### src/rtl/fetch_arb_pkg.sv
package fetch_arb_pkg;
  typedef enum logic [1:0] {
    POL_BALANCE   = 2'd0,
    POL_STALL     = 2'd1,
    POL_MLP_STALL = 2'd2,
    POL_MLP_FLUSH = 2'd3
  } policy_e;
endpackage

### src/rtl/fetch_thread_ctx.sv
module fetch_thread_ctx
  import fetch_arb_pkg::*;
#(
  parameter int CNT_W  = 8,
  parameter int DIST_W = 8,
  parameter int TAG_W  = 8,
  parameter int LD_W   = 3
) (
  input  logic              clk_i,
  input  logic              rst_ni,
  input  policy_e           policy_i,
  input  logic              fetch_i,
  input  logic              retire_i,
  input  logic              ld_det_i,
  input  logic [TAG_W-1:0]  ld_tag_i,
  input  logic [DIST_W-1:0] ld_dist_i,
  input  logic              ld_done_i,
  input  logic              flush_ack_i,
  output logic [CNT_W-1:0]  inflight_o,
  output logic              busy_o,
  output logic              start_o,
  output logic              gated_o,
  output logic              flush_req_o,
  output logic [TAG_W-1:0]  flush_tag_o
);
  localparam logic [CNT_W-1:0]  CNT_MAX  = '1;
  localparam logic [LD_W-1:0]   LD_MAX   = '1;
  localparam logic [DIST_W-1:0] SINCE_MAX = '1;

  logic [CNT_W-1:0]  inflight_q, inflight_d;
  logic [LD_W-1:0]   ld_cnt_q, ld_cnt_d;
  logic [DIST_W-1:0] since_q, since_d, dist_q;
  logic [TAG_W-1:0]  tag_q;
  logic              flushed_q, flushed_d;
  logic              busy, done_eff;

  assign busy     = (ld_cnt_q != '0);
  assign done_eff = ld_done_i && busy;
  assign start_o  = ld_det_i && !busy;

  always_comb begin
    inflight_d = inflight_q;
    if (fetch_i && !retire_i) begin
      if (inflight_q != CNT_MAX) inflight_d = inflight_q + 1'b1;
    end else if (retire_i && !fetch_i && inflight_q != '0) begin
      inflight_d = inflight_q - 1'b1;
    end
  end

  always_comb begin
    ld_cnt_d = ld_cnt_q;
    if (ld_det_i && !done_eff) begin
      if (ld_cnt_q != LD_MAX) ld_cnt_d = ld_cnt_q + 1'b1;
    end else if (!ld_det_i && done_eff) begin
      ld_cnt_d = ld_cnt_q - 1'b1;
    end
  end

  always_comb begin
    since_d   = since_q;
    flushed_d = flushed_q;
    if (ld_cnt_d == '0) begin
      since_d   = '0;
      flushed_d = 1'b0;
    end else begin
      if (busy && fetch_i && since_q != SINCE_MAX) since_d = since_q + 1'b1;
      if (flush_ack_i) flushed_d = 1'b1;
    end
  end

  always_ff @(posedge clk_i or negedge rst_ni) begin
    if (!rst_ni) begin
      inflight_q <= '0;
      ld_cnt_q   <= '0;
      since_q    <= '0;
      dist_q     <= '0;
      tag_q      <= '0;
      flushed_q  <= 1'b0;
    end else begin
      inflight_q <= inflight_d;
      ld_cnt_q   <= ld_cnt_d;
      since_q    <= since_d;
      flushed_q  <= flushed_d;
      if (start_o) begin
        dist_q <= ld_dist_i;
        tag_q  <= ld_tag_i;
      end
    end
  end

  always_comb begin
    unique case (policy_i)
      POL_STALL:     gated_o = busy;
      POL_MLP_STALL: gated_o = busy && (since_q >= dist_q);
      POL_MLP_FLUSH: gated_o = busy && flushed_q;
      default:       gated_o = 1'b0;
    endcase
  end

  assign flush_req_o = (policy_i == POL_MLP_FLUSH) && busy && !flushed_q && (since_q > dist_q);
  assign flush_tag_o = tag_q + TAG_W'(dist_q) + TAG_W'(1);
  assign inflight_o  = inflight_q;
  assign busy_o      = busy;

  p_no_underflow_r3: assert property (@(posedge clk_i) disable iff (!rst_ni)
    (inflight_q == '0 && retire_i && !fetch_i) |=> (inflight_q == '0));
  p_fetch_retire_hold_r3: assert property (@(posedge clk_i) disable iff (!rst_ni)
    (fetch_i && retire_i) |=> $stable(inflight_q));
  p_release_clears_r10: assert property (@(posedge clk_i) disable iff (!rst_ni)
    (ld_cnt_q == LD_W'(1) && ld_done_i && !ld_det_i) |=> (since_q == '0 && !flushed_q && !busy));
  p_flush_once_r7: assert property (@(posedge clk_i) disable iff (!rst_ni)
    (flush_ack_i && !ld_done_i) |=> !flush_req_o);
endmodule

### src/rtl/fetch_age_order.sv
module fetch_age_order #(
  parameter int N     = 4,
  parameter int IDX_W = 2
) (
  input  logic         clk_i,
  input  logic         rst_ni,
  input  logic [N-1:0] start_i,
  output logic [N-1:0] oldest_o
);
  logic [IDX_W-1:0] rank_q [N];
  logic [IDX_W-1:0] sel;
  logic             found;

  always_comb begin
    found = 1'b0;
    sel   = '0;
    for (int i = N - 1; i >= 0; i--) begin
      if (start_i[i]) begin
        found = 1'b1;
        sel   = IDX_W'(i);
      end
    end
  end

  always_ff @(posedge clk_i or negedge rst_ni) begin
    if (!rst_ni) begin
      for (int i = 0; i < N; i++) rank_q[i] <= IDX_W'(i);
    end else if (found) begin
      for (int i = 0; i < N; i++) begin
        if (IDX_W'(i) == sel) rank_q[i] <= IDX_W'(N - 1);
        else if (rank_q[i] > rank_q[sel]) rank_q[i] <= rank_q[i] - 1'b1;
      end
    end
  end

  for (genvar g = 0; g < N; g++) begin : g_old
    assign oldest_o[g] = (rank_q[g] == '0);
  end

  p_oldest_onehot_r8: assert property (@(posedge clk_i) disable iff (!rst_ni)
    $countones(oldest_o) == 1);
endmodule

### src/rtl/fetch_pick_min.sv
module fetch_pick_min #(
  parameter int N     = 4,
  parameter int CNT_W = 8
) (
  input  logic [N*CNT_W-1:0] inflight_i,
  input  logic [N-1:0]       gated_i,
  input  logic [N-1:0]       oldest_i,
  output logic [N-1:0]       grant_o
);
  logic [CNT_W-1:0] best;
  logic             found;

  always_comb begin
    found   = 1'b0;
    best    = '0;
    grant_o = '0;
    for (int i = 0; i < N; i++) begin
      if (!gated_i[i] && (!found || inflight_i[i*CNT_W +: CNT_W] < best)) begin
        found      = 1'b1;
        best       = inflight_i[i*CNT_W +: CNT_W];
        grant_o    = '0;
        grant_o[i] = 1'b1;
      end
    end
    if (!found) grant_o = oldest_i;
  end
endmodule

### src/rtl/fetch_thread_arb.sv
module fetch_thread_arb
  import fetch_arb_pkg::*;
#(
  parameter int N      = 4,
  parameter int CNT_W  = 8,
  parameter int DIST_W = 8,
  parameter int TAG_W  = 8,
  parameter int LD_W   = 3,
  localparam int TID_W = (N > 1) ? $clog2(N) : 1
) (
  input  logic                clk_i,
  input  logic                rst_ni,
  input  logic [1:0]          mode_i,
  input  logic [N-1:0]        fetch_i,
  input  logic [N-1:0]        retire_i,
  input  logic [N-1:0]        ld_det_i,
  input  logic [N*TAG_W-1:0]  ld_tag_i,
  input  logic [N*DIST_W-1:0] ld_dist_i,
  input  logic [N-1:0]        ld_done_i,
  output logic [N-1:0]        grant_o,
  output logic [N-1:0]        gated_o,
  output logic                flush_valid_o,
  output logic [TID_W-1:0]    flush_tid_o,
  output logic [TAG_W-1:0]    flush_tag_o
);
  policy_e            policy_q;
  logic [N-1:0]       busy, start, flush_req, flush_ack, oldest;
  logic [N*CNT_W-1:0] inflight_flat;
  logic [TAG_W-1:0]   flush_tag_v [N];

  // policy changes only when no burst is open anywhere
  always_ff @(posedge clk_i or negedge rst_ni) begin
    if (!rst_ni) policy_q <= POL_BALANCE;
    else if (busy == '0) policy_q <= policy_e'(mode_i);
  end

  for (genvar g = 0; g < N; g++) begin : g_thr
    fetch_thread_ctx #(
      .CNT_W(CNT_W), .DIST_W(DIST_W), .TAG_W(TAG_W), .LD_W(LD_W)
    ) u_ctx (
      .clk_i       (clk_i),
      .rst_ni      (rst_ni),
      .policy_i    (policy_q),
      .fetch_i     (fetch_i[g]),
      .retire_i    (retire_i[g]),
      .ld_det_i    (ld_det_i[g]),
      .ld_tag_i    (ld_tag_i[g*TAG_W +: TAG_W]),
      .ld_dist_i   (ld_dist_i[g*DIST_W +: DIST_W]),
      .ld_done_i   (ld_done_i[g]),
      .flush_ack_i (flush_ack[g]),
      .inflight_o  (inflight_flat[g*CNT_W +: CNT_W]),
      .busy_o      (busy[g]),
      .start_o     (start[g]),
      .gated_o     (gated_o[g]),
      .flush_req_o (flush_req[g]),
      .flush_tag_o (flush_tag_v[g])
    );
  end

  fetch_age_order #(.N(N), .IDX_W(TID_W)) u_age (
    .clk_i    (clk_i),
    .rst_ni   (rst_ni),
    .start_i  (start),
    .oldest_o (oldest)
  );

  fetch_pick_min #(.N(N), .CNT_W(CNT_W)) u_pick (
    .inflight_i (inflight_flat),
    .gated_i    (gated_o),
    .oldest_i   (oldest),
    .grant_o    (grant_o)
  );

  always_comb begin
    flush_valid_o = 1'b0;
    flush_tid_o   = '0;
    flush_tag_o   = '0;
    flush_ack     = '0;
    for (int i = N - 1; i >= 0; i--) begin
      if (flush_req[i]) begin
        flush_valid_o = 1'b1;
        flush_tid_o   = TID_W'(i);
        flush_tag_o   = flush_tag_v[i];
        flush_ack     = '0;
        flush_ack[i]  = 1'b1;
      end
    end
  end

  p_grant_onehot_r1: assert property (@(posedge clk_i) disable iff (!rst_ni)
    $countones(grant_o) == 1);
  p_grant_eligible_r2: assert property (@(posedge clk_i) disable iff (!rst_ni)
    (~gated_o != '0) |-> ((grant_o & ~gated_o) != '0));
  p_mode_hold_r9: assert property (@(posedge clk_i) disable iff (!rst_ni)
    (busy != '0) |=> (policy_q == $past(policy_q)));
  p_flush_pulse_r7: assert property (@(posedge clk_i) disable iff (!rst_ni)
    flush_valid_o |=> !(flush_valid_o && flush_tid_o == $past(flush_tid_o)));
endmodule

### config.mk
export PLATFORM = sky130hd
export DESIGN_NAME = fetch_thread_arb
export DESIGN_NICKNAME = d
export VERILOG_FILES = /design/src/rtl/fetch_arb_pkg.sv /design/src/rtl/fetch_thread_ctx.sv /design/src/rtl/fetch_age_order.sv /design/src/rtl/fetch_pick_min.sv /design/src/rtl/fetch_thread_arb.sv
export SDC_FILE = /design/constraint.sdc
export NUM_CORES = 1
export LEC_CHECK = 0
export BUFFER_PORTS_ARGS = -buffer_cell sky130_fd_sc_hd__buf_4
export CORE_ASPECT_RATIO = 0.5
export CORE_MARGIN = 5
export CORE_UTILIZATION = 35
export DETAILED_ROUTE_END_ITERATION = 10
export GPL_TIMING_DRIVEN = 0
export PLACE_DENSITY = 0.5
export SLEW_MARGIN = 20
export SYNTH_ARGS = -nofsm -noshare
export SYNTH_HDL_FRONTEND = slang
export SYNTH_SLANG_ARGS = --single-unit
### constraint.sdc
create_clock -name clk_i -period 8.11 [get_ports clk_i]
set_input_delay 1.622 -clock clk_i [delete_from_list [all_inputs] [get_ports clk_i]]
set_output_delay 1.622 -clock clk_i [all_outputs]
set_load 0.005 [all_outputs]
---- After elaboration in Yosys (flattened, before gate mapping) ----
Index checks and enable logic that the tools add are counted.
word-level totals
  bits in registers ....................... 154
  output and inout bits ................... 19
  logic and storage cells ................. 324
  input bits .............................. 84
cells by class
  equal/unequal tests ..................... 22
  magnitude comparators ................... 16
  reduce and logical (&&, ||, !) cells .... 133
  multiplexer cells ....................... 91
  bitwise logic cells ..................... 1
  $add $sub $neg .......................... 32
operators by type and width
  kind                 number
  $mux 8               27
  $add 8x1->8 const B  12
  $ne 8x8->1 const B   8
  $logic_and 1x1->1    59
  $mux 2               18
  $mux 3               12
  $add 8x8->8          4
  $ge 8x8->1           4
  $gt 8x8->1           4
  $mux 4               8
  $reduce_bool 2->1    16
  $reduce_bool 8->1    4
  $sub 8x1->8 const B  4
  $logic_not 1->1      29
  $lt 8x8->1           3
  $mux 1               21
  $reduce_and 2->1     8
  $add 3x1->3 const B  4
  $logic_not 3->1      4
  $ne 3x3->1 const B   4
  $pmux 1 s3           4
  $reduce_bool 3->1    4
  $sub 3x1->3 const B  4
  $logic_not 2->1      5
  other kinds (12)     25

---- Logic depth before layout (Yosys ltp) ----
  depth in word-level cells ............... 17
  depth in mapped cells ................... 32
  depth with buffers taken out ............ 31

---- By module ----
A second synthesis with hierarchy kept.
unflattened totals
  cell total of the unflattened synthesis .. 1263
  area, all modules ....................... 11964.0 um2
by module, submodules not included
  module                                  instances  area an instance (um2)  seq. area each (um2)  cells an instance
  fetch_thread_ctx at g_thr[0].u_ctx ...  2          2438.6                  900.9                 247
  fetch_thread_ctx at g_thr[3].u_ctx      1          2473.6                  900.9                 246
  fetch_thread_ctx at g_thr[1].u_ctx      1          2446.1                  900.9                 247
  fetch_pick_min                          1          957.2                   0.0                   127
  fetch_age_order                         1          880.8                   205.2                 103
  fetch_thread_arb                        1          329.1                   50.0                  46

---- Least setup slack after synthesis ----
Ideal clock, no wire load.
  path kind ............................... flip-flop to output port
  from .................................... reg g_thr[0].u_ctx.dist_q[1]
  to ...................................... out grant_o[1]
  arrival ................................. 5.817 ns
  setup slack ............................. 0.671 ns
  required time ........................... 6.488 ns
  cell stages (with the launch flop) ...... 32
  buffers on the path ..................... 2
  cell sequence ........................... dfrtp_1 > inv_1 > ha_1 > nor2b_1 > o211ai_1 > a311oi_2 > nor2_2 > buf_6 > nand2_1 > ha_1 > a2111oi_0 > nand2_1 > a21o_1 > a21oi_4 > buf_2 > a21oi_1 > ha_1 > a21o_1 > a21o_1 > a21oi_1 > a21boi_0 > o21ai_1 > o21ai_2 > nand2b_1 > o21ai_0 > ha_1 > or3_1 > o21ai_0 > a21oi_1 > o31ai_2 > nand3_2 > a32o_2
on the way
  longest elaborated chain between the ends .. 17
  elaborated cells on any way between the ends .. 25
  classes of those cells .................. order compare: 4; mux: 12; reduce/logical: 9
ends and longest elaborated chain
  item                                                  RTL line                text
  start, declared                                       fetch_thread_ctx.sv:32  logic [DIST_W-1:0] since_q, since_d, dist_q;
  start signal, assigned                                fetch_thread_ctx.sv:85  dist_q <= ld_dist_i;
  $ge 8x8->1 *                                          fetch_thread_ctx.sv:94  POL_MLP_STALL: gated_o = busy && (since_q >= dist_q);
  $logic_and 1x1->1 *                                   fetch_thread_ctx.sv:94
  $pmux 1 s3 *                                          fetch_thread_ctx.sv:92  unique case (policy_i)
  $mux 8                                                fetch_pick_min.sv:18    if (!gated_i[i] && (!found || inflight_i[i*CNT_W +: CNT_W] < best)) begin
  $lt 8x8->1                                            fetch_pick_min.sv:18
  $logic_or 1x1->1                                      fetch_pick_min.sv:18
  $logic_and 1x1->1                                     fetch_pick_min.sv:18
  $mux 8 / $mux 1 (equally long branches)               fetch_pick_min.sv:18
  $lt 8x8->1 / $logic_not 1->1 (equally long branches)  fetch_pick_min.sv:18
  $logic_or 1x1->1                                      fetch_pick_min.sv:18
  $logic_and 1x1->1                                     fetch_pick_min.sv:18
  $mux 8 / $mux 1 (equally long branches)               fetch_pick_min.sv:18
  $lt 8x8->1 / $logic_not 1->1 (equally long branches)  fetch_pick_min.sv:18
  $logic_or 1x1->1                                      fetch_pick_min.sv:18
  $logic_and 1x1->1                                     fetch_pick_min.sv:18
  $mux 4 / $mux 1 (equally long branches)               fetch_pick_min.sv:18
  $mux 4 *                                              fetch_pick_min.sv:25    if (!found) grant_o = oldest_i;
  end, declared                                         fetch_thread_arb.sv:20  output logic [N-1:0] grant_o,
Mark *: on every way between the ends. The rest lies on a longest branch, timed or not.

---- Final worst setup path ----
  from .................................... reg g_thr[0].u_ctx.since_q[1]
  to ...................................... out grant_o[1]
on the way
  longest elaborated chain between the ends .. 17
  elaborated cells on any way between the ends .. 25
  classes of those cells .................. order compare: 4; mux: 12; reduce/logical: 9
ends and longest elaborated chain
  item                                                  RTL line                text
  start, declared                                       fetch_thread_ctx.sv:32
  start signal, assigned                                fetch_thread_ctx.sv:82  since_q <= since_d;
  $ge 8x8->1 *                                          fetch_thread_ctx.sv:94
  $logic_and 1x1->1 *                                   fetch_thread_ctx.sv:94
  $pmux 1 s3 *                                          fetch_thread_ctx.sv:92
  $mux 8                                                fetch_pick_min.sv:18
  $lt 8x8->1                                            fetch_pick_min.sv:18
  $logic_or 1x1->1                                      fetch_pick_min.sv:18
  $logic_and 1x1->1                                     fetch_pick_min.sv:18
  $mux 8 / $mux 1 (equally long branches)               fetch_pick_min.sv:18
  $lt 8x8->1 / $logic_not 1->1 (equally long branches)  fetch_pick_min.sv:18
  $logic_or 1x1->1                                      fetch_pick_min.sv:18
  $logic_and 1x1->1                                     fetch_pick_min.sv:18
  $mux 8 / $mux 1 (equally long branches)               fetch_pick_min.sv:18
  $lt 8x8->1 / $logic_not 1->1 (equally long branches)  fetch_pick_min.sv:18
  $logic_or 1x1->1                                      fetch_pick_min.sv:18
  $logic_and 1x1->1                                     fetch_pick_min.sv:18
  $mux 4 / $mux 1 (equally long branches)               fetch_pick_min.sv:18
  $mux 4 *                                              fetch_pick_min.sv:25
Marked as above.

==> summary.txt <==
Routing
  – Initial DRT Pass Iterations: 5
  – Post-route antenna net violation count: 0
  – Final Routed Wirelength: 31110 um
  – DRC violation count after routing: 0
  – Vias/cell: 5.104
  – Via count of the routed design: 9188
  – Wire per inst: 17.28 um
  – Initial DRC count: 566

Worst setup path
  – Req. time, crit path: 6.49 ns
  – Capturing element of the worst setup path: grant_o[1]
  – R2R Setup Slk: 2.46 ns
  – Critical path origin: g_thr[0].u_ctx.since_q[1]$_DFFE_PN0P_
  – Master of the slowest instance on the critical path: sky130_fd_sc_hd__dfrtp_2
  – Category of the worst setup path capture point: output pin
  – Max incr delay on CP: 0.43 ns
  – Reg2reg start: g_thr[0].u_ctx.since_q[5]$_DFFE_PN0P_
  – Crit-path max FO: 8
  – Cell count of the worst reg-to-reg path: 38
  – Kind of start point of the critical path: flip-flop
  – Critical Path AT: 6.52 ns
  – Crit Path Class: flip-flop to output pin
  – Endpoint of the worst register-to-register path: g_thr[3].u_ctx.flushed_q$_DFFE_PN0P_

Global routing
  – Global routing usage summed across all routing layers: 17.73%
  – Pin count of the biggest net entering global routing: 86
  – Number of antenna violations at the first check in global routing: 0
  – First-pass GRT wire length: 49390 um
  – Via count of the first global-routing pass: 9341
  – Aggregate global routing overflow: 0

Clock tree
  – Clock buffers created by TritonCTS: 17
  – Total of hold buffers inserted after clock tree synthesis: 0
  – Clk Latency, worst-skew pair: 0.45 ns
  – # clock sinks: 154
  – Buffer type at the clock tree root: sky130_fd_sc_hd__clkbuf_16
  – TritonCTS clock tree: done
  – Clock transition at the register clock pins on the worst setup and hold paths after CTS: 0.06 ns
  – Clock Tree Buf Depth: 2
  – H-tree Lvls: 4

Logic synthesis
  – Cell accounting for the most synthesized area: sky130_fd_sc_hd__dfrtp_1
  – Ranking of synthesized cells by area: sky130_fd_sc_hd__dfrtp_1, sky130_fd_sc_hd__ha_1, sky130_fd_sc_hd__xnor2_1
  – Post-synthesis async set-or-reset flop share: 100.0%
  – Net Count, Synth: 1421
  – Most frequently used cell type in the post-synthesis netlist: sky130_fd_sc_hd__dfrtp_1
  – Number of synthesized flops with an enable pin: 0
  – Mapped Avg Cell Area: 9.201 sq um
  – Basic-gate share of the synthesized area counting and, or, nand and nor cells: 15.25%
  – Count of distinct cell types in the synthesized netlist: 73
  – Most frequently used flop master after synthesis: sky130_fd_sc_hd__dfrtp_1
  – Yosys warning count: 0
  – Gate count after technology mapping: 1196
  – Post-synthesis xor/xnor area fraction: 7.322%
  – Sequential element share of the synthesized area: 35.07%
  – Adder-cell area share of the yosys netlist: 16.58%
  – Compound-gate portion of the synthesized area: 16.51%
  – Area share of the largest cell type after synthesis: 34.11%
  – Largest family of logic cells by synthesized area: adder cells
  – Proportion of synthesized area in mux cells: 5.230%
  – Commonest cells in the synthesized netlist: sky130_fd_sc_hd__dfrtp_1, sky130_fd_sc_hd__ha_1, sky130_fd_sc_hd__nand2_1
  – Netlist area before placement: 11000 sq um
  – Synthesized flop and latch total: 154

Finish
  – Non-Filler Cell Area, Final: 13610 sq um
  – Multi-input gate area: 7023 sq um
  – Number of antenna cells inserted: 0
  – Number of nets in the layout: 1589
  – Layout cells sized above 1: 21.28%
  – Flip-flop and latch area: 3860 sq um
  – Number of filler cells placed in the layout: 2987
  – Layout-stage area growth over the synthesis result: 23.64%

Hold path
  – Worst min-delay path category: flip-flop to flip-flop

Floorplan
  – Starting Density: 35.86%
  – Die Span Y: 135.4 um
  – Die X: 260.8 um
  – Area enclosed by the die boundary: 35300 sq um
  – Number of placement rows: 45
  – Boundary Pins: 103
  – Standard cell core area: 30690 sq um

Power and ir drop
  – Total power: 6.011 mW
  – PD cells: 441.8 nW/um^2
  – Reported leakage power: 6.411 nW
  – Worst IR drop on VDD: 139.8 uV

STA
  – Max-slew violations: 0
  – Total negative slack: -0.02954 ns
  – Final Hold Viols: 0
  – Transition time at the pin with the least slew margin: 0.7438 ns
  – Final Setup Violations: 1
  – Min Clock Period, post-route: 8.140 ns
  – Final setup slack of the worst path: -0.02954 ns
  – Highest clock rate: 0.1229 GHz
  – Worst max-slew margin expressed relative to the limit: 50.41%
  – Setup repair after global routing missed its margin: yes
  – Fin crit share: 100.4%
  – Clock tree skew after final layout: 0.01172 ns

Run status
  – Failing checks: setup timing
  – Status: finished, violations left

Placed design
  – Port Buf Inserts: 98
  – Placed instance area: 12300 sq um
  – Placer Congestion: 0.8215
  – Worst slack, placed: -0.5214 ns
  – Final HPWL from detailed placement: 23600 um

Job
  – Max_cap viols: 0
==> power by group <==
part | leakage [nW] | switching, mW | internal, mW
sequential | 1.86 | 0.400 | 1.12
clock | 0.287 | 0.333 | 0.508
combinational | 4.27 | 1.90 | 1.75
total | 6.41 | 2.63 | 3.38
==> worst min path at each step <==
| stage | startpoint | end | slack [ns] | cells after the start |
|---|---|---|---|---|
| 3_3_place_gp | g_thr[0].u_ctx.flushed_q$_DFFE_PN0P_ | g_thr[0].u_ctx.flushed_q$_DFFE_PN0P_ | 0.48 | 2 |
| 2_1_floorplan | g_thr[0].u_ctx.tag_q[2]$_DFFE_PN0P_ | g_thr[0].u_ctx.tag_q[2]$_DFFE_PN0P_ | 0.45 | 2 |
| 4_1_cts | g_thr[0].u_ctx.flushed_q$_DFFE_PN0P_ | g_thr[0].u_ctx.flushed_q$_DFFE_PN0P_ | 0.49 | 2 |
| 6_report | g_thr[0].u_ctx.flushed_q$_DFFE_PN0P_ | g_thr[0].u_ctx.flushed_q$_DFFE_PN0P_ | 0.48 | 2 |
| 5_1_grt | g_thr[0].u_ctx.flushed_q$_DFFE_PN0P_ | g_thr[0].u_ctx.flushed_q$_DFFE_PN0P_ | 0.50 | 2 |
| 3_5_place_dp | g_thr[0].u_ctx.flushed_q$_DFFE_PN0P_ | g_thr[0].u_ctx.flushed_q$_DFFE_PN0P_ | 0.48 | 2 |
==> worst max-delay path, delay by kind of cell (launching register included) <==
| kind | cells | cell delay, ns |
|---|---|---|
| buffers and inverters | 4 | 0.63 |
| and+or+nand+nor | 7 | 1.24 |
| adders and majority gates | 4 | 0.98 |
| AOI/OAI and AO/OA | 17 | 2.79 |
| DFF | 1 | 0.43 |
==> logic make-up (layout without fill, tap and decap cells) <==
kind of cell             after synthesis  count (layout)
buffers and inverters                112             291
multiplexers                          52              52
flip-flops                           154             154
AO/OA/AOI/OAI                        289             290
XOR/XNOR                              92              92
AND/OR/NAND/NOR                      356             357
adder cells (fa/ha/maj)              141             141
==> layout by cell type (no fill, tap or decap), types with 14 or more instances in the layout <==
cell type | Yosys | routed
sky130_fd_sc_hd__nand2b_1 | 28 | 26
sky130_fd_sc_hd__nand3_1 | 26 | 26
sky130_fd_sc_hd__nor2b_1 | 17 | 16
sky130_fd_sc_hd__nand4_1 | 19 | 19
sky130_fd_sc_hd__mux2_2 | 44 | 44
sky130_fd_sc_hd__a21oi_1 | 98 | 91
sky130_fd_sc_hd__clkbuf_16 | 0 | 17
sky130_fd_sc_hd__nor2_1 | 108 | 104
sky130_fd_sc_hd__clkbuf_1 | 21 | 26
sky130_fd_sc_hd__inv_1 | 83 | 82
sky130_fd_sc_hd__dfrtp_1 | 150 | 149
sky130_fd_sc_hd__o211ai_1 | 14 | 14
sky130_fd_sc_hd__xor2_1 | 30 | 30
sky130_fd_sc_hd__buf_4 | 4 | 147
sky130_fd_sc_hd__a21o_1 | 34 | 34
sky130_fd_sc_hd__nand2_1 | 112 | 108
sky130_fd_sc_hd__o21ai_0 | 67 | 59
sky130_fd_sc_hd__ha_1 | 133 | 127
sky130_fd_sc_hd__xnor2_1 | 62 | 62
==> sequential cells by signal, indices dropped and copies added, names as in the netlist <==
register,cells
g_thr.u_ctx.inflight_o,32
g_thr.u_ctx.tag_q,32
u_age.rank_q,8
g_thr.u_ctx.dist_q,32
policy_q,2
g_thr.u_ctx.flushed_q,4
g_thr.u_ctx.since_q,32
g_thr.u_ctx.ld_cnt_q,12
==> per-layer routing <==
layer / up-vias / GRT usage (%) / part of all wire [%]
li1: 4550 / - / -
met1: 4467 / 23.84 / 47
met2: 140 / 29.14 / 47
met3: 31 / 3.874 / 3.7
met4: 0 / 4.601 / 1.6
met5: - / 0 / 0
==> metrics by stage <==
stage	instances	utilization, %	hold WS, ns
final	1800	44.34	0.4845
after global routing	1800	44.34	0.5025
after CTS	1791	43.44	0.4895
after detailed placement	1718	40.10	0.4758
after global placement	1717	39.98	0.4766
after floorplan	1196	-	0.4523
==> timing repair <==
| action | 4_1_cts | 5_1_grt |
|---|---|---|
| gates resized for setup | 33 | 38 |
| setup endpoints to repair | 4 | 8 |
| pin swaps | 12 | 23 |
| setup buffers | 40 | 9 |
| gates cloned | 1 | 1 |
==> layout make-up <==
cell class                      count  share of cell area [%]
Sequential cell                   154                   28.37
Inverter                           84                   2.336
Timing Repair Buffer              148                   8.451
Multi-Input combinational cell    932                   51.62
Buffer                             27                  0.9196
Tap cell                          423                   3.890
Clock inverter                      7                  0.8461
Clock buffer                       25                   3.568
No activity file was read; power rests on OpenSTA's default activity.
